[src/rtl/gpio_edge_pkg.sv]
package gpio_edge_pkg;

  // Register word selects; the status word sits at select 2
  typedef enum logic [1:0] {
    SEL_RISE = 2'd0,
    SEL_FALL = 2'd1,
    SEL_STAT = 2'd2,
    SEL_WAKE = 2'd3
  } reg_sel_e;

endpackage

[src/rtl/gpio_rst_sync.sv]
module gpio_rst_sync #(
  parameter int STAGES = 2
) (
  input  logic clk,
  input  logic arst_n,
  output logic rst_n_o
);

  logic [STAGES-1:0] chain_q;
  logic [STAGES-1:0] chain_d;

  // Shift ones in after asynchronous assertion: release is synchronous
  always_comb begin
    chain_d = {chain_q[STAGES-2:0], 1'b1};
  end

  always_ff @(posedge clk or negedge arst_n) begin
    if (!arst_n) chain_q <= '0;
    else         chain_q <= chain_d;
  end

  assign rst_n_o = chain_q[STAGES-1];

endmodule

[src/rtl/gpio_in_sync.sv]
module gpio_in_sync #(
  parameter int W      = 28,
  parameter int STAGES = 2
) (
  input  logic         clk,
  input  logic         rst_n,
  input  logic [W-1:0] pin_i,
  output logic [W-1:0] rise_o,
  output logic [W-1:0] fall_o
);

  localparam int LAST = STAGES - 1;

  logic [W-1:0] stage_q [STAGES];
  logic [W-1:0] stage_d [STAGES];
  logic [W-1:0] prev_q;
  logic [W-1:0] prev_d;

  generate
    for (genvar s = 0; s < STAGES; s++) begin : g_stage
      if (s == 0) begin : g_first
        assign stage_d[s] = pin_i;
      end else begin : g_next
        assign stage_d[s] = stage_q[s-1];
      end
    end
  endgenerate

  assign prev_d = stage_q[LAST];

  always_ff @(posedge clk or negedge rst_n) begin
    if (!rst_n) begin
      for (int s = 0; s < STAGES; s++) stage_q[s] <= '0;
      prev_q <= '0;
    end else begin
      for (int s = 0; s < STAGES; s++) stage_q[s] <= stage_d[s];
      prev_q <= prev_d;
    end
  end

  // A transition is a difference between two consecutive settled samples
  assign rise_o =  stage_q[LAST] & ~prev_q;
  assign fall_o = ~stage_q[LAST] &  prev_q;

endmodule

[src/rtl/gpio_edge_regs.sv]
module gpio_edge_regs
  import gpio_edge_pkg::*;
#(
  parameter int W = 28
) (
  input  logic         clk,
  input  logic         rst_n,
  input  logic         wr_i,
  input  reg_sel_e     sel_i,
  input  logic [W-1:0] wdata_i,
  output logic [W-1:0] rise_en_o,
  output logic [W-1:0] fall_en_o,
  output logic [W-1:0] wake_en_o,
  output logic [W-1:0] clr_o
);

  logic [W-1:0] rise_q, fall_q, wake_q;
  logic         rise_we, fall_we, wake_we;

  always_comb begin
    rise_we = wr_i && (sel_i == SEL_RISE);
    fall_we = wr_i && (sel_i == SEL_FALL);
    wake_we = wr_i && (sel_i == SEL_WAKE);
    clr_o   = (wr_i && (sel_i == SEL_STAT)) ? wdata_i : '0;
  end

  always_ff @(posedge clk or negedge rst_n) begin
    if (!rst_n)       rise_q <= '0;
    else if (rise_we) rise_q <= wdata_i;
  end

  always_ff @(posedge clk or negedge rst_n) begin
    if (!rst_n)       fall_q <= '0;
    else if (fall_we) fall_q <= wdata_i;
  end

  always_ff @(posedge clk or negedge rst_n) begin
    if (!rst_n)       wake_q <= '0;
    else if (wake_we) wake_q <= wdata_i;
  end

  assign rise_en_o = rise_q;
  assign fall_en_o = fall_q;
  assign wake_en_o = wake_q;

endmodule

[src/rtl/gpio_edge_capture.sv]
module gpio_edge_capture #(
  parameter int W = 28
) (
  input  logic         clk,
  input  logic         rst_n,
  input  logic [W-1:0] rise_i,
  input  logic [W-1:0] fall_i,
  input  logic [W-1:0] rise_en_i,
  input  logic [W-1:0] fall_en_i,
  input  logic [W-1:0] clr_i,
  output logic [W-1:0] status_o
);

  logic [W-1:0] evt;
  logic [W-1:0] status_q;
  logic [W-1:0] status_d;

  // A new event takes priority over a clear of the same bit
  always_comb begin
    evt      = (rise_i & rise_en_i) | (fall_i & fall_en_i);
    status_d = (status_q & ~clr_i) | evt;
  end

  always_ff @(posedge clk or negedge rst_n) begin
    if (!rst_n) status_q <= '0;
    else        status_q <= status_d;
  end

  assign status_o = status_q;

  // a cleared bit with no competing event is zero afterwards
  p_w1c_clears_r6: assert property (@(posedge clk) disable iff (!rst_n)
    (|clr_i) |=> ((status_q & $past(clr_i) & ~$past(evt)) == '0));

  // an event always leaves its bit set, even against a clear
  p_event_wins_r7: assert property (@(posedge clk) disable iff (!rst_n)
    (|evt) |=> ((status_q & $past(evt)) == $past(evt)));

  // no bit rises without an armed event in the cycle before
  p_no_spurious_r5: assert property (@(posedge clk) disable iff (!rst_n)
    ((status_q & ~$past(status_q) & ~$past(evt)) == '0));

endmodule

[src/rtl/gpio_edge_irq.sv]
module gpio_edge_irq
  import gpio_edge_pkg::*;
#(
  parameter int NUM_PINS    = 28,
  parameter int NUM_DIRECT  = 11,
  parameter int RDATA_W     = 32,
  parameter int SYNC_STAGES = 2
) (
  input  logic                  clk,
  input  logic                  rst_n,
  input  logic [NUM_PINS-1:0]   pin_i,
  input  logic                  reg_wr_i,
  input  logic [1:0]            reg_addr_i,
  input  logic [NUM_PINS-1:0]   reg_wdata_i,
  output logic [RDATA_W-1:0]    reg_rdata_o,
  output logic [NUM_DIRECT-1:0] irq_pin_o,
  output logic                  irq_group_o,
  output logic                  wake_o
);

  localparam int PAD_W = RDATA_W - NUM_PINS;

  logic                rst_n_s;
  reg_sel_e            sel;
  logic [NUM_PINS-1:0] rise_ev, fall_ev;
  logic [NUM_PINS-1:0] rise_en, fall_en, wake_en, clr_mask;
  logic [NUM_PINS-1:0] status;
  logic [NUM_PINS-1:0] rd_pins;
  logic                edge_any;

  assign sel = reg_sel_e'(reg_addr_i);

  gpio_rst_sync #(.STAGES(2)) u_rst_sync (
    .clk     (clk),
    .arst_n  (rst_n),
    .rst_n_o (rst_n_s)
  );

  gpio_in_sync #(.W(NUM_PINS), .STAGES(SYNC_STAGES)) u_in_sync (
    .clk    (clk),
    .rst_n  (rst_n_s),
    .pin_i  (pin_i),
    .rise_o (rise_ev),
    .fall_o (fall_ev)
  );

  gpio_edge_regs #(.W(NUM_PINS)) u_regs (
    .clk       (clk),
    .rst_n     (rst_n_s),
    .wr_i      (reg_wr_i),
    .sel_i     (sel),
    .wdata_i   (reg_wdata_i),
    .rise_en_o (rise_en),
    .fall_en_o (fall_en),
    .wake_en_o (wake_en),
    .clr_o     (clr_mask)
  );

  gpio_edge_capture #(.W(NUM_PINS)) u_capture (
    .clk       (clk),
    .rst_n     (rst_n_s),
    .rise_i    (rise_ev),
    .fall_i    (fall_ev),
    .rise_en_i (rise_en),
    .fall_en_i (fall_en),
    .clr_i     (clr_mask),
    .status_o  (status)
  );

  // Read mux
  always_comb begin
    case (sel)
      SEL_RISE: rd_pins = rise_en;
      SEL_FALL: rd_pins = fall_en;
      SEL_STAT: rd_pins = status;
      SEL_WAKE: rd_pins = wake_en;
      default:  rd_pins = '0;
    endcase
  end

  generate
    if (PAD_W > 0) begin : g_pad
      assign reg_rdata_o = {{PAD_W{1'b0}}, rd_pins};
    end else begin : g_nopad
      assign reg_rdata_o = rd_pins[RDATA_W-1:0];
    end
  endgenerate

  // Output grouping: dedicated lines for low pins, OR for the rest
  generate
    for (genvar i = 0; i < NUM_DIRECT; i++) begin : g_direct
      assign irq_pin_o[i] = status[i];
    end
  endgenerate

  assign irq_group_o = |status[NUM_PINS-1:NUM_DIRECT];
  assign wake_o      = |(status & wake_en);
  assign edge_any    = |(rise_ev | fall_ev);

  // clearing every bit with no transition pending silences all requests
  p_clear_all_quiet_r9: assert property (@(posedge clk) disable iff (!rst_n_s)
    (reg_wr_i && (sel == SEL_STAT) && (&reg_wdata_i) && !edge_any)
      |=> ((irq_pin_o == '0) && !irq_group_o && !wake_o));

endmodule

[config.mk]
export PLATFORM = sky130hd
export DESIGN_NAME = gpio_edge_irq
export DESIGN_NICKNAME = d
export VERILOG_FILES = /design/src/rtl/gpio_edge_pkg.sv /design/src/rtl/gpio_rst_sync.sv /design/src/rtl/gpio_in_sync.sv /design/src/rtl/gpio_edge_regs.sv /design/src/rtl/gpio_edge_capture.sv /design/src/rtl/gpio_edge_irq.sv
export SDC_FILE = /design/constraint.sdc
export NUM_CORES = 1
export LEC_CHECK = 0
export ABC_AREA = 1
export BUFFER_PORTS_ARGS = -buffer_cell sky130_fd_sc_hd__buf_2
export CORE_MARGIN = 1
export CORE_UTILIZATION = 46
export CTS_CLUSTER_SIZE = 28
export DETAILED_ROUTE_END_ITERATION = 12
export GPL_ROUTABILITY_DRIVEN = 0
export PLACE_DENSITY_LB_ADDON = 0.25
export SYNTH_ARGS = -nofsm -noshare
export SYNTH_HDL_FRONTEND = slang
export SYNTH_HIERARCHICAL = 1
export SYNTH_SLANG_ARGS = --single-unit
export TNS_END_PERCENT = 10
[constraint.sdc]
create_clock -name clk -period 15.6 [get_ports clk]
set_input_delay 0.78 -clock clk [delete_from_list [all_inputs] [get_ports clk]]
set_output_delay 0.78 -clock clk [all_outputs]
set_load 0.02 [all_outputs]
-- After elaboration in Yosys (flattened, before gate mapping)
Index checks and enable logic that the tools add are counted.
- flip-flop bits (word level): 198
- bits of input ports: 61
- output and inout port bits: 45
- word-level logic and storage cells: 31
- equality and inequality tests: 3
- mux-type cells: 2
- bitwise gates (word level): 11
- reductions and logical operators: 7
- operator list (operator ; count):
    28-bit AND ; 6
    28-bit case mux with 4 select lines ; 1
    28-bit inverter ; 3
    28-bit OR ; 2
    28-bit two-way mux ; 1
    28-bit OR reduction ; 1
    17-bit OR reduction ; 1
    2-bit equality test (second input constant) ; 2
    1-bit logical AND ; 4
    2-bit by 1-bit equality test with 1-bit output (second input constant) ; 1
    2-bit zero test ; 1

-- Logic depth before layout (Yosys ltp)
- depth in word-level cells: 6
- mapped depth: 8
- depth with buffers taken out: 7

-- Modules after synthesis
The synthesis kept the hierarchy.
- modules (own cells, without submodules) (module ; times used ; cells an instance ; area an instance (sq um) ; seq. area each (sq um)):
    gpio_edge_regs ; 1 ; 433 ; 3682.3 ; 2102.0
    gpio_in_sync ; 1 ; 196 ; 2522.4 ; 2102.0
    gpio_edge_capture ; 1 ; 168 ; 1471.4 ; 700.7
    gpio_edge_irq ; 1 ; 225 ; 1098.6 ; 0.0
    gpio_rst_sync ; 1 ; 3 ; 53.8 ; 50.0

-- Least setup slack after synthesis
OpenSTA, ideal clock, no wires.
- kind: input -> output
- from: input reg_addr_i[0]
- to: output reg_rdata_o[12]
- arrival time: 1.476 ns
- data required time: 14.820 ns
- path slack: 13.344 ns
- stages on the path: 4
- buffers on the path: 1
- path through: inv_2 -> nand2_4 -> buf_6 -> o2111ai_1
- word-level cells in the longest chain between the ends: 2
- elaborated cells on any way between the ends: 5
- those cells by class: eq/ne: 3; mux: 1; reduce/logical: 1
- RTL lines (what ; line ; RTL):
    from (decl) ; gpio_edge_irq.sv:13 ; input logic [1:0] reg_addr_i,
    2-bit equality test, or another cell as far along ; gpio_edge_irq.sv:72 ; case (sel)
    28-bit case mux with 4 select lines (*) ; gpio_edge_irq.sv:72 ;
    to (decl) ; gpio_edge_irq.sv:15 ; output logic [RDATA_W-1:0] reg_rdata_o,
Every way passes the cells marked *; elsewhere a longest branch is shown, timed or not.

-- Worst setup path after layout
- from: input reg_addr_i[0]
- to: output reg_rdata_o[11]
Same word-level chain as after synthesis.

==> impl_results.md <==
* Startpoint types: input port
* Die Wd at 141 um
* Clk sinks at 198
* Rel. slew slack at 0.333
* Register area at 4960 um^2
* PostCTS Resize Cnt at 0
* FILL cells at 1766
* DRC at 0
* CTS Hold Bufs at 0
* GRT Total Usage at 0.234
* Unrepaired setup endpoints after global routing: false
* Synthesized area per cell at 8.61 um^2
* Crit-path cells: buf_2 > buf_4 > inv_2 > nor2_4 > nand2_1 > o2111ai_1 > buf_2
* Met1 Routed Length at 10100 um
* Post-synthesis cell area at 8830 um^2
* Initial Util at 0.470
* Tcrit/Tclk final at 0.233
* Drt total wl at 22000 um
* Status: complete, no violations
* Avg Vias per Cell at 5.07
* Global-route wire length before repair at 35500 um
* Clock-pin transition on the worst setup and hold timing paths at 0.07 ns
* Pin count of the biggest net entering global routing at 89
* Drt wl/cell at 16.2 um
* I/O Buffers at 101
* Ports at 106
* Worst setup EP type: output port
* Row count at 50
* CP required at 14.82 ns
* Met2 wire len at 10200 um
* Worst vdd ir at 77.7 uV
* Die Ht at 141 um
* Minimum clock period at 3.64 ns
* Pwr per Cell Area at 131 nW/um^2
* Bufs on Longest Clock Path at 2
* CP max stage cell: nor2_4
* Fin nets at 1169
* Die area at 19800 um^2
* Finish-stage setup viols at 0
* Hold Path Class: input port to async pin
* Antenna Violating Nets Remaining at 0
* CP Depth at 7
* Antenna violations before repair at 2
* Core area at 18800 um^2
* Fmax achieved at 0.275 GHz
* CP Class: input port to output port
* Delay of the slowest critical-path stage at 0.73 ns
* Highest routed metal layer: met4
* Total number of vias at 6879
* Placed Instances at 1323
* Vias in the first global route at 6681
* Detailed-router iteration count before antenna repair at 5
* Clock latency on the worst-skew pair at 0.43 ns
* Clk root buf: clkbuf_16
* Synth cell types at 21
* Hold Vio Cnt, Final at 0
* H-tree depth at 4
* Ys Warns at 6
* Detailed placement HPWL at 13400 um
* Most frequent CP cell: buf_2
* Sequential share of the synthesized area at 0.561
* CTS Buf Count at 17
* Worst-Margin Slew at 1.00 ns
* Fin. max-slew vios at 0
* Area Overhead vs Synth at 13.4%
* Critical path peak fanout at 63
* Remaining Overflow, GRT at 0
* Cell count of the worst reg-to-reg path at 2
* Setup repair bufs after CTS at 0
* Final TNS setup at 0 ns
* Max-cap viol count at 0
* Met3 wire length at 1160 um
* Leakage at 0.00527 uW
* Delay-heaviest family, CP: buffers and inverters
* CP bufs+invs at 4
* Hold slack at 0.117 ns
* DR iter-0 viols at 635
* Fraction of layout cells with a size suffix above 1 at 0.192
* Worst endpoint data arrival time at 2.86 ns
* Multi-input gate area at 3080 um^2
* CTS tree: done
* Post-Syn Instances at 1025
* Post-Layout Cell Count at 1357
* Clk_skew at 0.00886 ns
* Flops & latches, synth at 198
==> power by group <==
group | switching [uW] | internal, uW | leakage [uW] | total (uW)
Clock | 196 | 278 | 0.000306 | 474
Sequential | 60.7 | 575 | 0.00234 | 636
Combinational | 132 | 70.7 | 0.00263 | 202
==> sequential cells by signal, indices dropped and copies added (netlist names) <==
register and count:
u_rst_sync/chain_q 2, u_in_sync/prev_q 28, u_in_sync/prev_d 28, u_in_sync/stage_d 28
u_capture/status_o 28, u_regs/rise_en_o 28, u_regs/wake_en_o 28, u_regs/fall_en_o 28
==> cell type report <==
cell class,count,share of cell area
tap,234,0.0292
multi-input combinational,652,0.307
sequential,198,0.495
clock buffer,20,0.0456
inverter,132,0.0497
clock inverter,12,0.0176
timing repair buffer,107,0.0550
antenna,2,0.000500
==> stage by stage <==
stage	instance area (um^2)	total power (uW)	worst slack [ns]	utilization
6_report	10000	1310	11.96	0.534
5_1_grt	10000	1370	11.84	0.533
4_1_cts	10000	1320	12.01	0.533
3_5_place_dp	9380	847	12.02	0.500
3_3_place_gp	9380	842	12.04	0.500
2_1_floorplan	8840	772	9.67	-
==> synth_stat cells, drive strengths merged <==
cell type,n,share of area
buf,46,0.036
inv,132,0.056
nor2,99,0.044
o2111ai,15,0.019
nand4,71,0.050
nand2,401,0.18
conb,2,0.00085
dfrtp,198,0.56
nand3,60,0.051
nor3,1,0.00057
==> worst reg2reg max path, delay by kind of cell, from the launching register on <==
kind	cells	cell delay, ns
flip-flops	1	1.00
buffers and inverters	2	1.66
==> placed cells by master, fill, tap and decap left out, drive strengths merged <==
master and count:
nor2 99, buf 107, nand2 401, nand3 60, conb 5, diode 2, inv 133, clkinvlp 2
bufinv 4, nor3 1, nand4 71, o2111ai 15, clkbuf 20, dfrtp 198, clkinv 5
==> layer usage <==
metal / global-route usage / up-vias
met5: 0 / -
met3: 0.0455 / 28
li1: - / 3346
met1: 0.324 / 3300
met2: 0.366 / 205
met4: 0.0870 / 0
==> worst paths after layout <==
path	start	end	slack, ns
setup / recovery	reg_addr_i[0]	reg_rdata_o[11]	11.96
hold / removal	rst_n	u_rst_sync/chain_q[1]	0.12
setup reg to reg	u_rst_sync/chain_q[1]	u_in_sync/prev_d[13]	12.98
hold reg to reg	u_in_sync/stage_d[22]	u_in_sync/prev_d[22]	0.35
max in group asynchronous	u_rst_sync/chain_q[1]	u_in_sync/prev_d[13]	12.98
min in group clk	u_in_sync/stage_d[22]	u_in_sync/prev_d[22]	0.35
==> logic make-up after synthesis <==
| kind of cell | count (synthesis) | share of synthesized area |
|---|---|---|
| DFF | 198 | 0.561 |
| and+or+nand+nor | 632 | 0.327 |
| AOI/OAI and AO/OA | 15 | 0.0191 |
| buffers and inverters | 178 | 0.0921 |
| other | 2 | 0.000851 |
(Power assumes the default switching activity.)
